## config.mk

```make
export PLATFORM = sky130hd
export DESIGN_NAME = rgb2ycc_conv
export DESIGN_NICKNAME = d
export VERILOG_FILES = /design/src/rtl/ycc_pkg.sv /design/src/rtl/ycc_mac.sv /design/src/rtl/ycc_scale.sv /design/src/rtl/rgb2ycc_conv.sv
export SDC_FILE = /design/constraint.sdc
export NUM_CORES = 1
export LEC_CHECK = 0
export BUFFER_PORTS_ARGS = -buffer_cell sky130_fd_sc_hd__buf_2
export CAP_MARGIN = 40
export CORE_ASPECT_RATIO = 1.5
export CORE_MARGIN = 1.5
export CORE_UTILIZATION = 30
export DETAILED_ROUTE_END_ITERATION = 7
export PLACE_DENSITY = 0.41
export SYNTH_ARGS = -nofsm -noshare
export SYNTH_HDL_FRONTEND = slang
export SYNTH_SLANG_ARGS = --single-unit
```

## constraint.sdc

```tcl
create_clock -name clk -period 4.2 [get_ports clk]
set_input_delay 0.42 -clock clk [delete_from_list [all_inputs] [get_ports clk]]
set_output_delay 0.42 -clock clk [all_outputs]
set_load 0.01 [all_outputs]
```

## src/rtl/ycc_pkg.sv

```systemverilog
package ycc_pkg;
  localparam int NUM_CH = 3;
  localparam int CH_Y   = 0;
  localparam int CH_CB  = 1;
  localparam int CH_CR  = 2;

  // Signed weights, 13 fractional bits; comp 0=red, 1=green, 2=blue.
  function automatic int weight(input int ch, input int comp);
    int w;
    w = 0;
    case (ch)
      CH_Y:  case (comp) 0: w = 2104;  1: w = 4130;  default: w = 802;   endcase
      CH_CB: case (comp) 0: w = -1217; 1: w = -2382; default: w = 3598;  endcase
      default: case (comp) 0: w = 3598; 1: w = -3015; default: w = -583; endcase
    endcase
    return w;
  endfunction

  function automatic int offset(input int ch);
    return (ch == CH_Y) ? 16 : 128;
  endfunction
endpackage

```

## src/rtl/ycc_mac.sv

```systemverilog
module ycc_mac #(
  parameter int PIX_W = 8,
  parameter int ACC_W = 24,
  parameter int KR    = 0,
  parameter int KG    = 0,
  parameter int KB    = 0
) (
  input  logic                    clk,
  input  logic                    en,
  input  logic [PIX_W-1:0]        r,
  input  logic [PIX_W-1:0]        g,
  input  logic [PIX_W-1:0]        b,
  output logic signed [ACC_W-1:0] acc
);
  localparam logic signed [ACC_W-1:0] K_R = ACC_W'(KR);
  localparam logic signed [ACC_W-1:0] K_G = ACC_W'(KG);
  localparam logic signed [ACC_W-1:0] K_B = ACC_W'(KB);

  logic signed [ACC_W-1:0] r_s, g_s, b_s, acc_d;

  always_comb begin
    r_s   = ACC_W'(r);
    g_s   = ACC_W'(g);
    b_s   = ACC_W'(b);
    acc_d = K_R * r_s + K_G * g_s + K_B * b_s;
  end

  always_ff @(posedge clk) begin
    if (en) acc <= acc_d;
  end
endmodule

```

## src/rtl/ycc_scale.sv

```systemverilog
module ycc_scale #(
  parameter int PIX_W = 8,
  parameter int ACC_W = 24,
  parameter int FRAC  = 13,
  parameter int OFS   = 0
) (
  input  logic                    clk,
  input  logic                    en,
  input  logic signed [ACC_W-1:0] acc,
  output logic [PIX_W-1:0]        pix
);
  localparam logic signed [ACC_W-1:0] PIX_MAX = ACC_W'((1 << PIX_W) - 1);
  localparam logic signed [ACC_W-1:0] OFS_S   = ACC_W'(OFS);

  logic signed [ACC_W-1:0] shifted, biased;
  logic [PIX_W-1:0]        pix_d;

  always_comb begin
    shifted = acc >>> FRAC;
    biased  = shifted + OFS_S;
    if (biased < 0)            pix_d = '0;
    else if (biased > PIX_MAX) pix_d = '1;
    else                       pix_d = biased[PIX_W-1:0];
  end

  always_ff @(posedge clk) begin
    if (en) pix <= pix_d;
  end
endmodule

```

## src/rtl/rgb2ycc_conv.sv

```systemverilog
module rgb2ycc_conv #(
  parameter int PIX_W  = 8,
  parameter int COEF_W = 14,
  parameter int FRAC   = 13
) (
  input  logic             clk,
  input  logic             rst_n,
  input  logic             in_valid,
  input  logic [PIX_W-1:0] in_r,
  input  logic [PIX_W-1:0] in_g,
  input  logic [PIX_W-1:0] in_b,
  output logic             out_valid,
  output logic [PIX_W-1:0] out_y,
  output logic [PIX_W-1:0] out_cb,
  output logic [PIX_W-1:0] out_cr
);
  localparam int ACC_W = PIX_W + COEF_W + 2;

  logic                    vld_mid_q, vld_out_q;
  logic                    vld_mid_d, vld_out_d;
  logic signed [ACC_W-1:0] acc_w [ycc_pkg::NUM_CH];
  logic [PIX_W-1:0]        pix_w [ycc_pkg::NUM_CH];

  always_comb begin
    vld_mid_d = in_valid;
    vld_out_d = vld_mid_q;
  end

  always_ff @(posedge clk or negedge rst_n) begin
    if (!rst_n) begin
      vld_mid_q <= 1'b0;
      vld_out_q <= 1'b0;
    end else begin
      vld_mid_q <= vld_mid_d;
      vld_out_q <= vld_out_d;
    end
  end

  for (genvar c = 0; c < ycc_pkg::NUM_CH; c++) begin : g_ch
    ycc_mac #(
      .PIX_W(PIX_W), .ACC_W(ACC_W),
      .KR(ycc_pkg::weight(c, 0)),
      .KG(ycc_pkg::weight(c, 1)),
      .KB(ycc_pkg::weight(c, 2))
    ) u_mac (
      .clk(clk), .en(in_valid), .r(in_r), .g(in_g), .b(in_b), .acc(acc_w[c])
    );
    ycc_scale #(
      .PIX_W(PIX_W), .ACC_W(ACC_W), .FRAC(FRAC), .OFS(ycc_pkg::offset(c))
    ) u_scale (
      .clk(clk), .en(vld_mid_q), .acc(acc_w[c]), .pix(pix_w[c])
    );
  end

  assign out_valid = vld_out_q;
  assign out_y     = pix_w[ycc_pkg::CH_Y];
  assign out_cb    = pix_w[ycc_pkg::CH_CB];
  assign out_cr    = pix_w[ycc_pkg::CH_CR];
endmodule

```

After elaboration in Yosys (flattened, before gate mapping)
Index checks and enable logic that the tools add are counted.

Bits in registers: 98. Input bits: 27. Output and inout bits: 25. Logic and storage cells: 35.

Add/subtract/negate cells: 9. Multiply operators: 9. $lt $le $gt $ge: 6. Mux-type cells: 3.

Operators by type and width (count): 24-bit adder (6); 12-bit by 9-bit multiplier with 21-bit output (first input constant) (2); 11-bit by 8-bit multiplier with 19-bit output (first input constant) (2); 12-bit by 9-bit greater-than comparator with 1-bit output (second input constant) (3); 12-bit by 1-bit < comparator with 1-bit output (second input constant) (3); 9-bit by 8-bit multiplier with 17-bit output (first input constant) (2); 11-bit by 9-bit adder with 12-bit output (second input constant) (2); 8-bit 2-to-1 mux (3); 13-bit by 9-bit multiplier with 22-bit output (first input constant) (1); 11-bit by 9-bit multiplier with 20-bit output (first input constant) (1); 12-bit by 8-bit multiplier with 20-bit output (first input constant) (1); 11-bit by 6-bit adder with 12-bit output (second input constant) (1).

Longest topological paths before layout
Depth after elaboration: 3. Depth in mapped cells: 26. Gate-level depth less buffers: 26.

Modules after synthesis
From an unflattened synthesis, not the netlist that was laid out.

Cell total of the unflattened synthesis: 2113. Area total of the unflattened synthesis: 20973.9 µm².

By module, submodules not included: ycc_mac (g_ch[1].u_mac) (times used 1, cells an instance 787, area each 7692.4 µm², sequential area each 720.7 µm²); ycc_mac (g_ch[2].u_mac) (times used 1, cells an instance 743, area each 7367.1 µm², sequential area each 720.7 µm²); ycc_mac (g_ch[0].u_mac) (times used 1, cells an instance 437, area each 4319.1 µm², sequential area each 630.6 µm²); ycc_scale (g_ch[1].u_scale ...) (times used 2, cells an instance 47, area each 509.2 µm², sequential area each 240.2 µm²); ycc_scale (g_ch[0].u_scale) (times used 1, cells an instance 50, area each 526.8 µm², sequential area each 240.2 µm²); rgb2ycc_conv (times used 1, cells an instance 2, area each 50.0 µm², sequential area each 50.0 µm²).

Worst setup path before layout
No wires, ideal clock.

Path kind: input to register. From: input port in_r[0]. To: register g_ch[1].u_mac.acc[20] (data pin). Library setup time: 0.269 ns. Arrival time: 6.316 ns. Required time: 3.931 ns. Setup slack: -2.386 ns. Stages: 26. Buffers on the path: 0. Cells stage by stage: fa_1 inv_1 fa_1 inv_1 ha_1 inv_1 fa_1 inv_1 ha_1 a21o_1 a21oi_1 o21ai_0 a21o_1 nand2b_1 nand2_1 xnor2_1 fa_1 inv_1 ha_1 and4_1 and2_1 a22oi_1 o21ai_1 o41a_1 a2111oi_0 nor3_1.

Longest elaborated chain between the ends: 3.

Ends and longest elaborated chain: from (decl) (RTL line rgb2ycc_conv.sv:9) `input logic [PIX_W-1:0] in_r,`; 12-bit by 9-bit multiplier with 21-bit output (RTL line ycc_mac.sv:25) `acc_d = K_R * r_s + K_G * g_s + K_B * b_s;`; 24-bit adder (2 in a row) (RTL line ycc_mac.sv:25); named net g_ch[1].u_mac.acc_d[20] (RTL line ycc_mac.sv:19) `logic signed [ACC_W-1:0] r_s, g_s, b_s, acc_d;`; to (signal assigned) (RTL line ycc_mac.sv:29) `if (en) acc <= acc_d;`; to (decl) (RTL line ycc_mac.sv:13) `output logic signed [ACC_W-1:0] acc`.

The timed path passes the listed nets, and every way through them passes these cells. A chain may end at the register's enable or synchronous reset.

Worst setup path in the final report
Same ends and word-level chain as after synthesis.

==> results_dict.tcl <==
set metrics [dict create \
    skew_ps 9.08 \
    maxCapViolations 0 \
    ys.flop_type "edfxtp_1" \
    clock_latency_ps 350 \
    synth_seq_cells 57 \
    yosys_warnings 0 \
    clk_pin_slew_worst_paths_ps 60 \
    netlist_instances 1817 \
    drc_errors 0 \
    cp.required_ps 4300 \
    timing.hold.ws_ps 374 \
    hold_viol_final 0 \
    dpl.hpwl_microns 49200 \
    fin_ws_ps -1660 \
    tightestPinTransition_ps 809 \
    cp-start-kind "input port" \
    grt_setup_unrepaired "true" \
    rr_worst_depth 5 \
    synth-seq-area-share_pct 9.92 \
    grt_pass1_wl_microns 84500 \
    clock-sinks 57 \
    cts_tree "yes" \
    drt_iter0_markers 419 \
    drive_gt1_share_pct 38.8 \
    grt_max_degree 33 \
    grt_pass1_vias 15900 \
    initial_utilization_pct 30.3 \
    port_buffers 51 \
    syn_area_per_cell_sq_um 9.44 \
    wire_per_inst_microns 16.7 \
    fmax_mhz 171 \
    grtUsageTotal_pct 19.1 \
    finalSetupTns_ps -40400 \
    period_needed_ps 5860 \
    synth_edf_count 55 \
    path_class "input port to flip-flop" \
    pre_cts_ws_ps -2350 \
    grt_remaining_overflow 0 \
    synth_cell_types 69 \
    die_width_microns 198 \
    gp_congestion 0.861 \
    endpoint_kind "flip-flop" \
    ios 52 \
    slew_headroom_pct 46.0 \
    cts_buffers 9 \
    htreeDepth 3 \
    core-area_sq_mm 0.0566 \
    first_pass_iters 4 \
    die-area_sq_mm 0.0586 \
    root_buffer "clkbuf_16" \
    drv_slew 0 \
    syn_to_final_growth_pct 47.9 \
    synthArstFlopShare_pct 3.51 \
    worstHoldPathType "input port to asynchronous set/reset pin" \
    vias 14700 \
    outcome "complete, but fails checks" \
    diodes 0 \
    syn_nets 2428 \
    cp_max_fo 4 \
    layout_commonest_cell "buf_4" \
    antenna_found_initial 0 \
    setup_viol 31 \
    fp-row-count 107 \
    crit_arrival_ps 5960 \
    routed_wl_microns 54200 \
    synthesis.area_sq_mm 0.0171 \
    fin_nets 3091 \
    viasPerCell 4.53 \
    final_cell_mix "578 x buf_4, 376 x inv_1, 294 x ha_1" \
    final.period_utilization_pct 140 \
    ant_nets 0 \
    violations "setup timing" \
    clk_path_buf_depth 2 \
    die_h_microns 296 \
]
stage by stage:
stage / utilization (%) / cells / cell area [sq um]
2_1_floorplan: - / 1817 / 17700
3_3_place_gp: 40.9 / 3186 / 23100
3_5_place_dp: 40.9 / 3187 / 23200
4_1_cts: 43.7 / 3236 / 24800
5_1_grt: 44.8 / 3248 / 25400
6_report: 44.8 / 3248 / 25400
routing by layer:
layer | vias up | part of all wire, % | GRT usage (%)
met3 | 49 | 1.6 | 1.02
met2 | 143 | 55 | 37.4
li1 | 7398 | - | -
met5 | - | 0 | 0
met1 | 7137 | 41 | 21.9
met4 | 0 | 2.4 | 5.55
synthesized netlist by cell type (38+ instances only):
cell / n / area, sq um
o21ai_0: 46 / 230
xor2_1: 52 / 455
xnor2_1: 92 / 806
inv_1: 410 / 1540
edfxtp_1: 55 / 1650
a21o_1: 45 / 338
fa_1: 215 / 4300
o21a_1: 38 / 285
ha_1: 369 / 4620
a21oi_1: 111 / 556
nand2_1: 54 / 203
nor2_1: 70 / 263
state kept, by name, indices dropped and copies added (netlist names):
name and flops:
out_valid 1, g_ch.u_scale.pix 24, g_ch.u_mac.acc 31, vld_mid_q 1
final cells by class:
type                            instances  area (sq um)
Fill cell                            5508         31300
Inverter                              410          1540
Timing Repair Buffer                  663          5130
Sequential cell                        57          1700
Multi-Input combinational cell       1339         15700
Clock buffer                            9           225
Clock inverter                          7           103
Tap cell                              763           955
final timing paths:
check / slack [ps] / endpoint / start
worst max-delay path: -1660 / g_ch[1].u_mac.acc[20] / in_r[0]
worst min-delay path: 370 / vld_mid_q / rst_n
worst max register to register: 2490 / g_ch[1].u_scale.pix[5] / g_ch[1].u_mac.acc[20]
worst min register to register: 500 / g_ch[0].u_scale.pix[2] / g_ch[0].u_mac.acc[15]
max in group asynchronous: 3730 / out_valid / rst_n
min in group clk: 500 / g_ch[0].u_scale.pix[2] / g_ch[0].u_mac.acc[15]
cells by family after synthesis:
group                      Yosys count  share of synthesized area, %
AOI/OAI and AO/OA                  354                          13.9
adders and majority gates          584                          52.0
muxes                                1                        0.0584
and+or+nand+nor                    256                          7.38
DFF                                 57                          9.92
xor gates and xnor gates           144                          7.36
buffers and inverters              421                          9.31
timing repair:
item	CTS	global route
setup endpoints to repair	31	31
endpoints found under the hold margin	2	0
gates cloned	0	0
pin swaps	117	81
resized for setup	193	100
hold buffers	1	0
buffers inserted	38	20
worst max-delay path, cell delays in order:
cell	delay [ps]
buf_8	100
fa_2	620
inv_2	70
fa_1	490
inv_2	50
ha_4	250
inv_2	30
fa_1	510
inv_1	50
ha_1	260
a21o_1	170
a21oi_2	160
buf_4	130
o21ai_2	60
a21o_1	190
nand2b_1	90
nand2_2	70
xnor2_2	150
fa_1	560
inv_2	50
ha_4	210
and4_4	140
and2_4	150
a22oi_2	200
o21ai_4	110
o41a_1	370
a2111oi_4	230
nor3_2	80
Power is left out: the tool's default activity adds up to more than one toggle a clock period on the data nets, which glitch-free logic cannot reach.
